[src/rtl/rcr_pkg.sv]
// Package: shared constants for the reset cause recorder.
// Assumes event indices double as priority ranks (0 is highest).
package rcr_pkg;
    localparam int NUM_EVT = 9;
    localparam int FLAG_W  = 8;

    localparam int EV_PON  = 0;
    localparam int EV_BRN  = 1;
    localparam int EV_XCLR = 2;
    localparam int EV_CFG  = 3;
    localparam int EV_WDT  = 4;
    localparam int EV_SOVF = 5;
    localparam int EV_SUNF = 6;
    localparam int EV_RSTI = 7;
    localparam int EV_INT  = 8;

    localparam int F_BRN = 0;
    localparam int F_PON = 1;
    localparam int F_PDN = 2;
    localparam int F_WDT = 3;
    localparam int F_SWR = 4;
    localparam int F_CFG = 5;
    localparam int F_SFL = 6;
    localparam int F_SUN = 7;

    localparam logic [FLAG_W-1:0] FLAGS_INIT = 8'h3C;

    typedef enum logic [1:0] {
        PC_RESET = 2'b00,
        PC_NEXT  = 2'b01,
        PC_HIVEC = 2'b10,
        PC_LOVEC = 2'b11
    } pc_sel_t;

    typedef enum logic [1:0] {
        PM_FULL = 2'b00,
        PM_LPRUN = 2'b01,
        PM_IDLE = 2'b10,
        PM_SLEEP = 2'b11
    } pmode_t;
endpackage

[src/rtl/rcr_arbiter.sv]
// Fixed-priority arbiter: passes the lowest-index active request.
// Assumes request bit 0 has the highest priority.
module rcr_arbiter #(
    parameter int N = 9
) (
    input  logic [N-1:0] req,
    output logic [N-1:0] grant,
    output logic         any
);
    // Walk the requests and block every one below the first hit.
    always_comb begin
        logic blocked;
        blocked = 1'b0;
        for (int i = 0; i < N; i++) begin
            grant[i] = req[i] & ~blocked;
            blocked  = blocked | req[i];
        end
        any = blocked;
    end
endmodule

[src/rtl/rcr_next.sv]
// Next-state logic: maps the granted event and power mode to new flags,
// reset/wake class and program-counter select.
// Assumes grant is one-hot or zero.
module rcr_next
    import rcr_pkg::*;
(
    input  logic [NUM_EVT-1:0] grant,
    input  logic [1:0]         pwr_mode,
    input  logic               stk_rst_en,
    input  logic               int_high_pri,
    input  logic               gie_high,
    input  logic               gie_low,
    input  logic [FLAG_W-1:0]  cur,
    output logic [FLAG_W-1:0]  nxt,
    output logic               hit,
    output logic               pulse,
    output logic               is_reset,
    output logic [1:0]         pc_sel
);
    logic low_pwr_halt;
    logic in_low_pwr;

    // Classify the power mode once for the event rules.
    always_comb begin
        low_pwr_halt = (pwr_mode == PM_IDLE) || (pwr_mode == PM_SLEEP);
        in_low_pwr   = (pwr_mode != PM_FULL);
    end

    // Apply the rule of the single granted event.
    always_comb begin
        nxt      = cur;
        hit      = 1'b1;
        pulse    = 1'b1;
        is_reset = 1'b1;
        pc_sel   = PC_RESET;
        unique case (1'b1)
            grant[EV_PON]: begin
                nxt = FLAGS_INIT;
            end
            grant[EV_BRN]: begin
                nxt[F_CFG] = 1'b1;
                nxt[F_SWR] = 1'b1;
                nxt[F_BRN] = 1'b0;
            end
            grant[EV_XCLR]: begin
                nxt[F_WDT] = 1'b1;
                if (low_pwr_halt) nxt[F_PDN] = 1'b0;
            end
            grant[EV_CFG]: begin
                nxt[F_CFG] = 1'b0;
            end
            grant[EV_WDT]: begin
                nxt[F_WDT] = 1'b0;
                if (low_pwr_halt) begin
                    nxt[F_PDN] = 1'b0;
                    is_reset   = 1'b0;
                    pc_sel     = PC_NEXT;
                end
            end
            grant[EV_SOVF]: begin
                nxt[F_SFL] = 1'b1;
                pulse      = stk_rst_en;
                is_reset   = stk_rst_en;
            end
            grant[EV_SUNF]: begin
                nxt[F_SUN] = 1'b1;
                pulse      = stk_rst_en;
                is_reset   = stk_rst_en;
            end
            grant[EV_RSTI]: begin
                nxt[F_SWR] = 1'b0;
            end
            grant[EV_INT]: begin
                if (in_low_pwr) begin
                    nxt[F_PDN] = 1'b0;
                    is_reset   = 1'b0;
                    if (int_high_pri) pc_sel = gie_high ? PC_HIVEC : PC_NEXT;
                    else              pc_sel = gie_low  ? PC_LOVEC : PC_NEXT;
                end else begin
                    hit      = 1'b0;
                    pulse    = 1'b0;
                    is_reset = 1'b0;
                end
            end
            default: begin
                hit      = 1'b0;
                pulse    = 1'b0;
                is_reset = 1'b0;
            end
        endcase
    end
endmodule

[src/rtl/rcr_swmerge.sv]
// Firmware write merge: sets reset flags and clears stack flags per mask.
// Assumes the caller gives events precedence over this result.
module rcr_swmerge
    import rcr_pkg::*;
(
    input  logic [FLAG_W-1:0] cur,
    input  logic [FLAG_W-1:0] wdata,
    output logic [FLAG_W-1:0] merged
);
    localparam int SET_W = F_SFL;

    logic [FLAG_W-1:0] set_mask;
    logic [FLAG_W-1:0] clr_mask;

    // Split the write word into a set mask and a clear mask.
    always_comb begin
        set_mask = {{(FLAG_W-SET_W){1'b0}}, wdata[SET_W-1:0]};
        clr_mask = {wdata[FLAG_W-1:SET_W], {SET_W{1'b0}}};
        merged   = (cur | set_mask) & ~clr_mask;
    end
endmodule

[src/rtl/rstcause_recorder.sv]
// Top: records the cause of the last restart or wake and emits a
// registered pulse with reset/wake class and next-PC select.
// Assumes all event inputs are one-cycle synchronous strobes.
module rstcause_recorder
    import rcr_pkg::*;
(
    input  logic        clk,
    input  logic        rst_n,
    input  logic        ev_power_on,
    input  logic        ev_brownout,
    input  logic        ev_ext_clear,
    input  logic        ev_cfg_mismatch,
    input  logic        ev_watchdog,
    input  logic        ev_stk_over,
    input  logic        ev_stk_under,
    input  logic        ev_rst_instr,
    input  logic        ev_int_wake,
    input  logic        int_high_pri,
    input  logic        gie_high,
    input  logic        gie_low,
    input  logic [1:0]  pwr_mode,
    input  logic        stk_rst_en,
    input  logic        sw_we,
    input  logic [7:0]  sw_data,
    output logic [7:0]  status_o,
    output logic        evt_valid_o,
    output logic        evt_reset_o,
    output logic [1:0]  pc_sel_o
);
    logic [NUM_EVT-1:0] ev_req;
    logic [NUM_EVT-1:0] ev_grant;
    logic               ev_any;
    logic [FLAG_W-1:0]  flags_q;
    logic [FLAG_W-1:0]  flags_evt;
    logic [FLAG_W-1:0]  flags_sw;
    logic               evt_hit;
    logic               evt_pulse;
    logic               evt_is_rst;
    logic [1:0]         evt_pc;

    // Gather the strobes in priority order.
    always_comb begin
        ev_req          = '0;
        ev_req[EV_PON]  = ev_power_on;
        ev_req[EV_BRN]  = ev_brownout;
        ev_req[EV_XCLR] = ev_ext_clear;
        ev_req[EV_CFG]  = ev_cfg_mismatch;
        ev_req[EV_WDT]  = ev_watchdog;
        ev_req[EV_SOVF] = ev_stk_over;
        ev_req[EV_SUNF] = ev_stk_under;
        ev_req[EV_RSTI] = ev_rst_instr;
        ev_req[EV_INT]  = ev_int_wake;
    end

    rcr_arbiter #(.N(NUM_EVT)) u_arb (
        .req   (ev_req),
        .grant (ev_grant),
        .any   (ev_any)
    );

    rcr_next u_next (
        .grant        (ev_grant),
        .pwr_mode     (pwr_mode),
        .stk_rst_en   (stk_rst_en),
        .int_high_pri (int_high_pri),
        .gie_high     (gie_high),
        .gie_low      (gie_low),
        .cur          (flags_q),
        .nxt          (flags_evt),
        .hit          (evt_hit),
        .pulse        (evt_pulse),
        .is_reset     (evt_is_rst),
        .pc_sel       (evt_pc)
    );

    rcr_swmerge u_sw (
        .cur    (flags_q),
        .wdata  (sw_data),
        .merged (flags_sw)
    );

    // Flag register: events win over firmware writes.
    always_ff @(posedge clk) begin
        if (!rst_n)                 flags_q <= FLAGS_INIT;
        else if (ev_any && evt_hit) flags_q <= flags_evt;
        else if (sw_we)             flags_q <= flags_sw;
    end

    // Output pulse register: one cycle per effective event.
    always_ff @(posedge clk) begin
        if (!rst_n) begin
            evt_valid_o <= 1'b0;
            evt_reset_o <= 1'b0;
            pc_sel_o    <= PC_RESET;
        end else begin
            evt_valid_o <= evt_pulse;
            evt_reset_o <= evt_pulse & evt_is_rst;
            pc_sel_o    <= evt_pulse ? evt_pc : PC_RESET;
        end
    end

    assign status_o = flags_q;
endmodule

[config.mk]
export PLATFORM = sky130hd
export DESIGN_NAME = rstcause_recorder
export DESIGN_NICKNAME = d
export VERILOG_FILES = /design/src/rtl/rcr_pkg.sv /design/src/rtl/rcr_arbiter.sv /design/src/rtl/rcr_next.sv /design/src/rtl/rcr_swmerge.sv /design/src/rtl/rstcause_recorder.sv
export SDC_FILE = /design/constraint.sdc
export NUM_CORES = 1
export LEC_CHECK = 0
export BUFFER_PORTS_ARGS = -buffer_cell sky130_fd_sc_hd__buf_2
export CAP_MARGIN = 20
export CORE_MARGIN = 4
export CORE_UTILIZATION = 41
export DETAILED_ROUTE_END_ITERATION = 16
export GPL_TIMING_DRIVEN = 1
export PLACE_DENSITY = 0.83
export SLEW_MARGIN = 5
export SYNTH_ARGS = -nofsm -noshare
export SYNTH_HDL_FRONTEND = slang
export SYNTH_SLANG_ARGS = --single-unit
[constraint.sdc]
create_clock -name clk -period 1.4 [get_ports clk]
set_input_delay 0.28 -clock clk [delete_from_list [all_inputs] [get_ports clk]]
set_output_delay 0.28 -clock clk [all_outputs]
set_load 0.03 [all_outputs]
# Word-level counts from Yosys, hierarchy flattened
# Cells that the tools add are included.
[totals]
wordCells = 94
regBits = 12
[classes]
bitwise = 28
n_eq_ne = 12
reduce_logical = 20
muxes = 23
[op_table]
columns = ["cell", "count"]
rows = [
  ["$mux W8", 2],
  ["$reduce_and A2 Y1", 8],
  ["$ne A3 B3 Y1 const B", 5],
  ["$pmux W1 S2", 6],
  ["$and A1 B1 Y1", 9],
  ["$pmux W1 S3", 3],
  ["$and A8 B8 Y8", 1],
  ["$mux W2", 4],
  ["$not A1 Y1", 8],
  ["$not A8 Y8", 1],
  ["$or A1 B1 Y1", 8],
  ["$or A8 B6 Y8", 1],
  ["$reduce_or A2 Y1", 4],
  ["$reduce_or A8 Y1", 1],
  ["$mux W1", 7],
  ["$ne A3 B2 Y1 const B", 2],
  ["$reduce_or A6 Y1", 1],
  ["$reduce_or A5 Y1", 1],
  ["$eq A2 B2 Y1 const B", 2],
  ["$ne A2 B2 Y1 const B", 2],
  ["$ne A4 B4 Y1 const B", 1],
  ["$pmux W2 S2", 1],
  ["$reduce_and A4 Y1", 1],
  ["$reduce_bool A2 Y1", 2],
  ["2 further kinds", 2],
]

# Logic depth before layout (Yosys ltp)
[logic_depth]
ltp_word = 13
ltp_mapped = 5
ltp_nobuf = 4

# By module
# A second synthesis with hierarchy kept.
[hier_totals]
cells_unflattened = 100
hier_area_um2 = 853.3
[modules_own_cells]
columns = ["module", "instances", "cells_per_inst", "area_per_inst_um2"]
rows = [
  ["rstcause_recorder", 1, 45, 524.3],
  ["rcr_next", 1, 31, 176.4],
  ["rcr_arbiter", 1, 16, 102.6],
  ["rcr_swmerge", 1, 8, 50.0],
]

# Worst setup path before layout
# OpenSTA, ideal clock, no wires.
[synth_timing]
path_kind = "input to register"
start = "input ev_ext_clear"
end = "register flags_q[7], in the netlist status_o[7]"
setup_ps = 116
n_path_buf = 1
arrival_time_ps = 1210
path_stages = 5
slack_ps = 74
cell_sequence = "nor4_4 > and4_1 > buf_4 > a21oi_2 > a41o_1"
[synth_between]
elab_chain_len = 12
word_cells_on_any_way = 28
[synth_lines]
columns = ["item", "line_no", "rtl"]
rows = [
  ["start, declared", "rstcause_recorder.sv:11", "input logic ev_ext_clear,"],
  ["$or A1 B1 Y1 (5 in series)", "rcr_arbiter.sv:16", "blocked = blocked | req[i];"],
  ["$not A1 Y1 or $or A1 B1 Y1 (tied branches)", "rcr_arbiter.sv:15, rcr_arbiter.sv:16", ""],
  ["$and A1 B1 Y1 or $not A1 Y1 (tied branches)", "rcr_arbiter.sv:15", "grant[i] = req[i] & ~blocked;"],
  ["$reduce_or A8 Y1 (no source line) or $and A1 B1 Y1 (tied branches)", "n/a", ""],
  ["$pmux W1 S2", "rcr_next.sv:36", "unique case (1'b1)"],
  ["$logic_and A1 B1 Y1", "rstcause_recorder.sv:85", "else if (ev_any && evt_hit) flags_q <= flags_evt;"],
  ["$ne A3 B3 Y1 (no source line) or $reduce_bool A2 Y1 (tied branches)", "n/a", ""],
  ["$reduce_and A2 Y1 (no source line)", "n/a", ""],
  ["end signal, assigned", "rstcause_recorder.sv:85", ""],
  ["end signal, assigned", "rstcause_recorder.sv:86", "else if (sw_we) flags_q <= flags_sw;"],
  ["end, declared", "rstcause_recorder.sv:33", "logic [FLAG_W-1:0] flags_q;"],
]
# Several ways; a longest one is shown, not always the timed one.
# A chain may end at the register's enable or synchronous reset.

# Worst setup path in the final report
[layout_timing]
start = "input ev_watchdog"
end = "register evt_reset_o"
[layout_between]
elab_chain_len = 8
word_cells_on_any_way = 19
[layout_lines]
columns = ["item", "line_no", "rtl"]
rows = [
  ["start, declared", "rstcause_recorder.sv:13", "input logic ev_watchdog,"],
  ["$or A1 B1 Y1 (3 in series)", "rcr_arbiter.sv:16", ""],
  ["$not A1 Y1 or $or A1 B1 Y1 (tied branches)", "rcr_arbiter.sv:15, rcr_arbiter.sv:16", ""],
  ["$and A1 B1 Y1 or $not A1 Y1 (tied branches)", "rcr_arbiter.sv:15", ""],
  ["$reduce_or A6 Y1 (no source line) (tied with other cells)", "n/a", ""],
  ["$pmux W1 S3", "rcr_next.sv:36", ""],
  ["$and A1 B1 Y1 *", "rstcause_recorder.sv:97", "evt_reset_o <= evt_pulse & evt_is_rst;"],
  ["end signal, assigned", "rstcause_recorder.sv:97", ""],
  ["end, declared", "rstcause_recorder.sv:27", "output logic evt_reset_o,"],
]
# Every way passes the cells marked *; elsewhere a longest branch is shown, timed or not.

==> key figures <==
Floorplanning
  • Die width: 47.3 microns
  • Row count: 13
  • Die ar.: about 0.0022 sq mm
  • Boundary Pins: 38
  • Die height: about 47 microns
  • Initial core utilization: 0.457
  • CORE AREA: 0.00138 sq mm

Logic synthesis
  • Post-synth EDFFs: 0
  • Mapped cell area: around 630 sq um
  • Xor/xnor cell area share of the yosys netlist: 0
  • Synth unique cells: 35
  • Simple-Gate Fraction of Synth Area: 0.307
  • YS warnings: 0
  • Mux cell area share after synthesis: 0.0158
  • Synthesized area per cell: 8.42 sq um
  • Post-Synthesis Cells: 75
  • Post-synthesis adder-cell area fraction: 0
  • Main synth FF type: dfxtp_1
  • Seq/Total Area, Yosys: 0.380
  • Asr flop ratio synth: 0
  • Syn_nets: 101
  • Largest family of logic cells by synthesized area: simple AND/OR/NAND/NOR gates
  • Synth Area in Compound Gates: 0.261
  • Seq cells post-synth: 12

Global routing
  • Total GRT Usage: 0.198
  • Grt total ovfl: 0
  • Number of global-route vias before repair: 751
  • Initial antenna violation count: 0
  • First-pass GRT wire length: roughly 3000 microns
  • Largest net degree at the start of global routing: 8

Detailed routing
  • DR vias: 788
  • Post-DR wirelength/cell: 14.0 microns
  • Residual DRC: 0
  • 1st-iter DRT viols: 12
  • Vias per cell: 5.51
  • Pre-antenna DRT Iters: 6
  • Antenna Nets Post-Route: 0
  • Post-Route WL: 2000 microns

Final layout
  • Register Area: 240 sq um
  • P&R area growth vs syn: 52.3%
  • Most frequent cells in the layout: buf_2 (37), buf_4 (13), dfxtp_1 (12)
  • Share of layout cells above drive strength 1: 0.445
  • Commonest non-fill, non-tap cell in the layout: buf_2
  • Footprint of the multi-input gates: 369 sq um
  • Layout Nets: 155
  • Filler cell count: roughly 110
  • Diodes inserted: 0

STA
  • Final hold violation count: 0
  • Final Max Slew Viols: 0
  • Slew @ Worst Pin: 0.442 ns
  • Tmin final: 1.30 ns
  • Max Clock Freq: 767 MHz
  • Final setup vio count: 0
  • Max Clock Skew: 0 ns
  • Setup TNS Final: 0 ns
  • Worst relative slew slack: 0.703
  • Final hold slack: 0.252 ns
  • Final period util: 0.932
  • RSZ-0062 raised after global routing: false

Power
  • Combinational power share: 0.191
  • Leak: 0.467 nW
  • Net switching power: 0.000202 W
  • Switching share of power: 0.260
  • Cell Pwr Density: 807 mW/mm^2
  • Max IR drop VDD: 0.541 mV
  • Reg power frac: 0.449
  • Internal: ~0.00057 W
  • Clock network fraction of design power: 0.360

Setup path
  • Critical Path Source: ev_watchdog
  • Startpoint Class: input pin
  • Slowest cell on crit path: nor3_1
  • Critical Path AT: 1.46 ns
  • R2R Path Start: status_o[2]
  • Worst reg-to-reg path cell count: 4
  • Crit path largest cell delay: roughly 0.40 ns
  • Reg2reg end: status_o[2]
  • Crit path kind: input pin to flip-flop
  • Critical Path Fanout Max: 6
  • Reg-to-reg slack, setup: around 0.52 ns
  • CP required: 1.55 ns
  • Critical path, cell by cell: buf_2 > buf_4 > nor3_1 > nand2_1 > o21ai_0 > a21oi_1
  • CP Capture Type: flip-flop

Clocking
  • Clock buffer depth: 2
  • Root Driver: clkbuf_4
  • Post-cts sizing count: 0
  • Clock-pin slew on the worst setup and hold paths: ~0.080 ns
  • Later-pin clock latency in the skew report: about 0.27 ns
  • Hold buffer count at CTS: 0
  • Htree depth: 1
  • CTS tree: yes
  • Cts bufs inserted: 3
  • Clock sink count: 12
  • Post-CTS setup buffer count: 0

Run
  • Max Cap Viol: 0

Min path
  • Hold endpoint: status_o[3]
  • HP Class: input pin to flip-flop
  • Worst hold start: rst_n
  • Hold path cells: 2

Placed design
  • GP Congestion: roughly 0.86
  • Dpl hpwl: 1600 microns
  • Port Buf Inserts: 37

Status
  • Outcome: finished clean
-- synth_stat cells, drive strengths merged, types with 2 or more instances --
| cell | n | area (sq um) |
|---|---|---|
| o21ai | 4 | 20.0 |
| and2 | 2 | 12.5 |
| nand3 | 3 | 15.0 |
| nor3 | 2 | 10.0 |
| nor2b | 3 | 18.8 |
| inv | 4 | 15.0 |
| dfxtp | 12 | 240 |
| nand2 | 8 | 30.0 |
| nor2 | 6 | 22.5 |
| a21oi | 7 | 38.8 |
| a31oi | 2 | 12.5 |
| nor4 | 3 | 40.0 |
-- per-layer routing --
metal	share of wire	track usage	up-vias	wire (microns)
li1	-	-	384	-
met1	0.41	0.220	366	812
met2	0.51	0.334	36	1020
met3	0.076	0.0536	2	152
met4	0.0060	0.110	0	12
met5	0	0	-	0
-- cell type report --
type / instances / area share
clock buffers: 4 / 0.0377
inverters: 4 / 0.0156
multi-input cells: 58 / 0.384
flip-flops and latches: 12 / 0.250
well taps: 15 / 0.0195
repair buffers: 50 / 0.294
-- power by group through the flow --
| stage | Combinational, W | Sequential, W | Clock (W) |
|---|---|---|---|
| 2_1_floorplan | 0.0000426 | 0.000369 | 0 |
| 4_1_cts | 0.000147 | 0.000349 | 0.000281 |
| 5_1_grt | 0.000160 | 0.000350 | 0.000301 |
| 3_5_place_dp | 0.000146 | 0.000357 | 0 |
| 6_report | 0.000149 | 0.000349 | 0.000280 |
| 3_3_place_gp | 0.000142 | 0.000357 | 0 |
-- worst max path at each step --
stage	end	slack [ns]	cells past startpoint
3_5_place_dp	evt_reset_o	-0.17	6
3_3_place_gp	evt_reset_o	-0.13	6
5_1_grt	evt_reset_o	0.02	6
6_report	evt_reset_o	0.1	6
2_1_floorplan	status_o[7]	0.07	5
4_1_cts	evt_reset_o	0.12	6
-- critical path, delay by kind of cell --
family / cells / cell delay [ns]
AO/OA/AOI/OAI: 2 / 0.40
buffers and inverters: 2 / 0.26
AND/OR/NAND/NOR: 2 / 0.51
-- sequential cells by signal (all words and copies together), names as in the netlist --
| register | count |
|---|---|
| evt_valid_o | 1 |
| evt_reset_o | 1 |
| pc_sel_o | 2 |
| status_o | 8 |
-- metrics by stage --
step                utilization  total power (W)  instances  area [sq um]  setup WS [ns]
finish                    0.696         0.000777        143           962         0.0957
floorplan                     -         0.000412         75           632         0.0740
CTS                       0.696         0.000776        143           962          0.118
global placement          0.670         0.000499        139           926         -0.130
detailed placement        0.670         0.000503        139           926         -0.169
global route              0.696         0.000811        143           962         0.0176
-- kinds of logic after synthesis --
logic type,count (synthesis)
simple gates,33
compound gates,24
flops,12
buf+inv,5
mux,1
No activity file was read; power rests on OpenSTA's default activity.
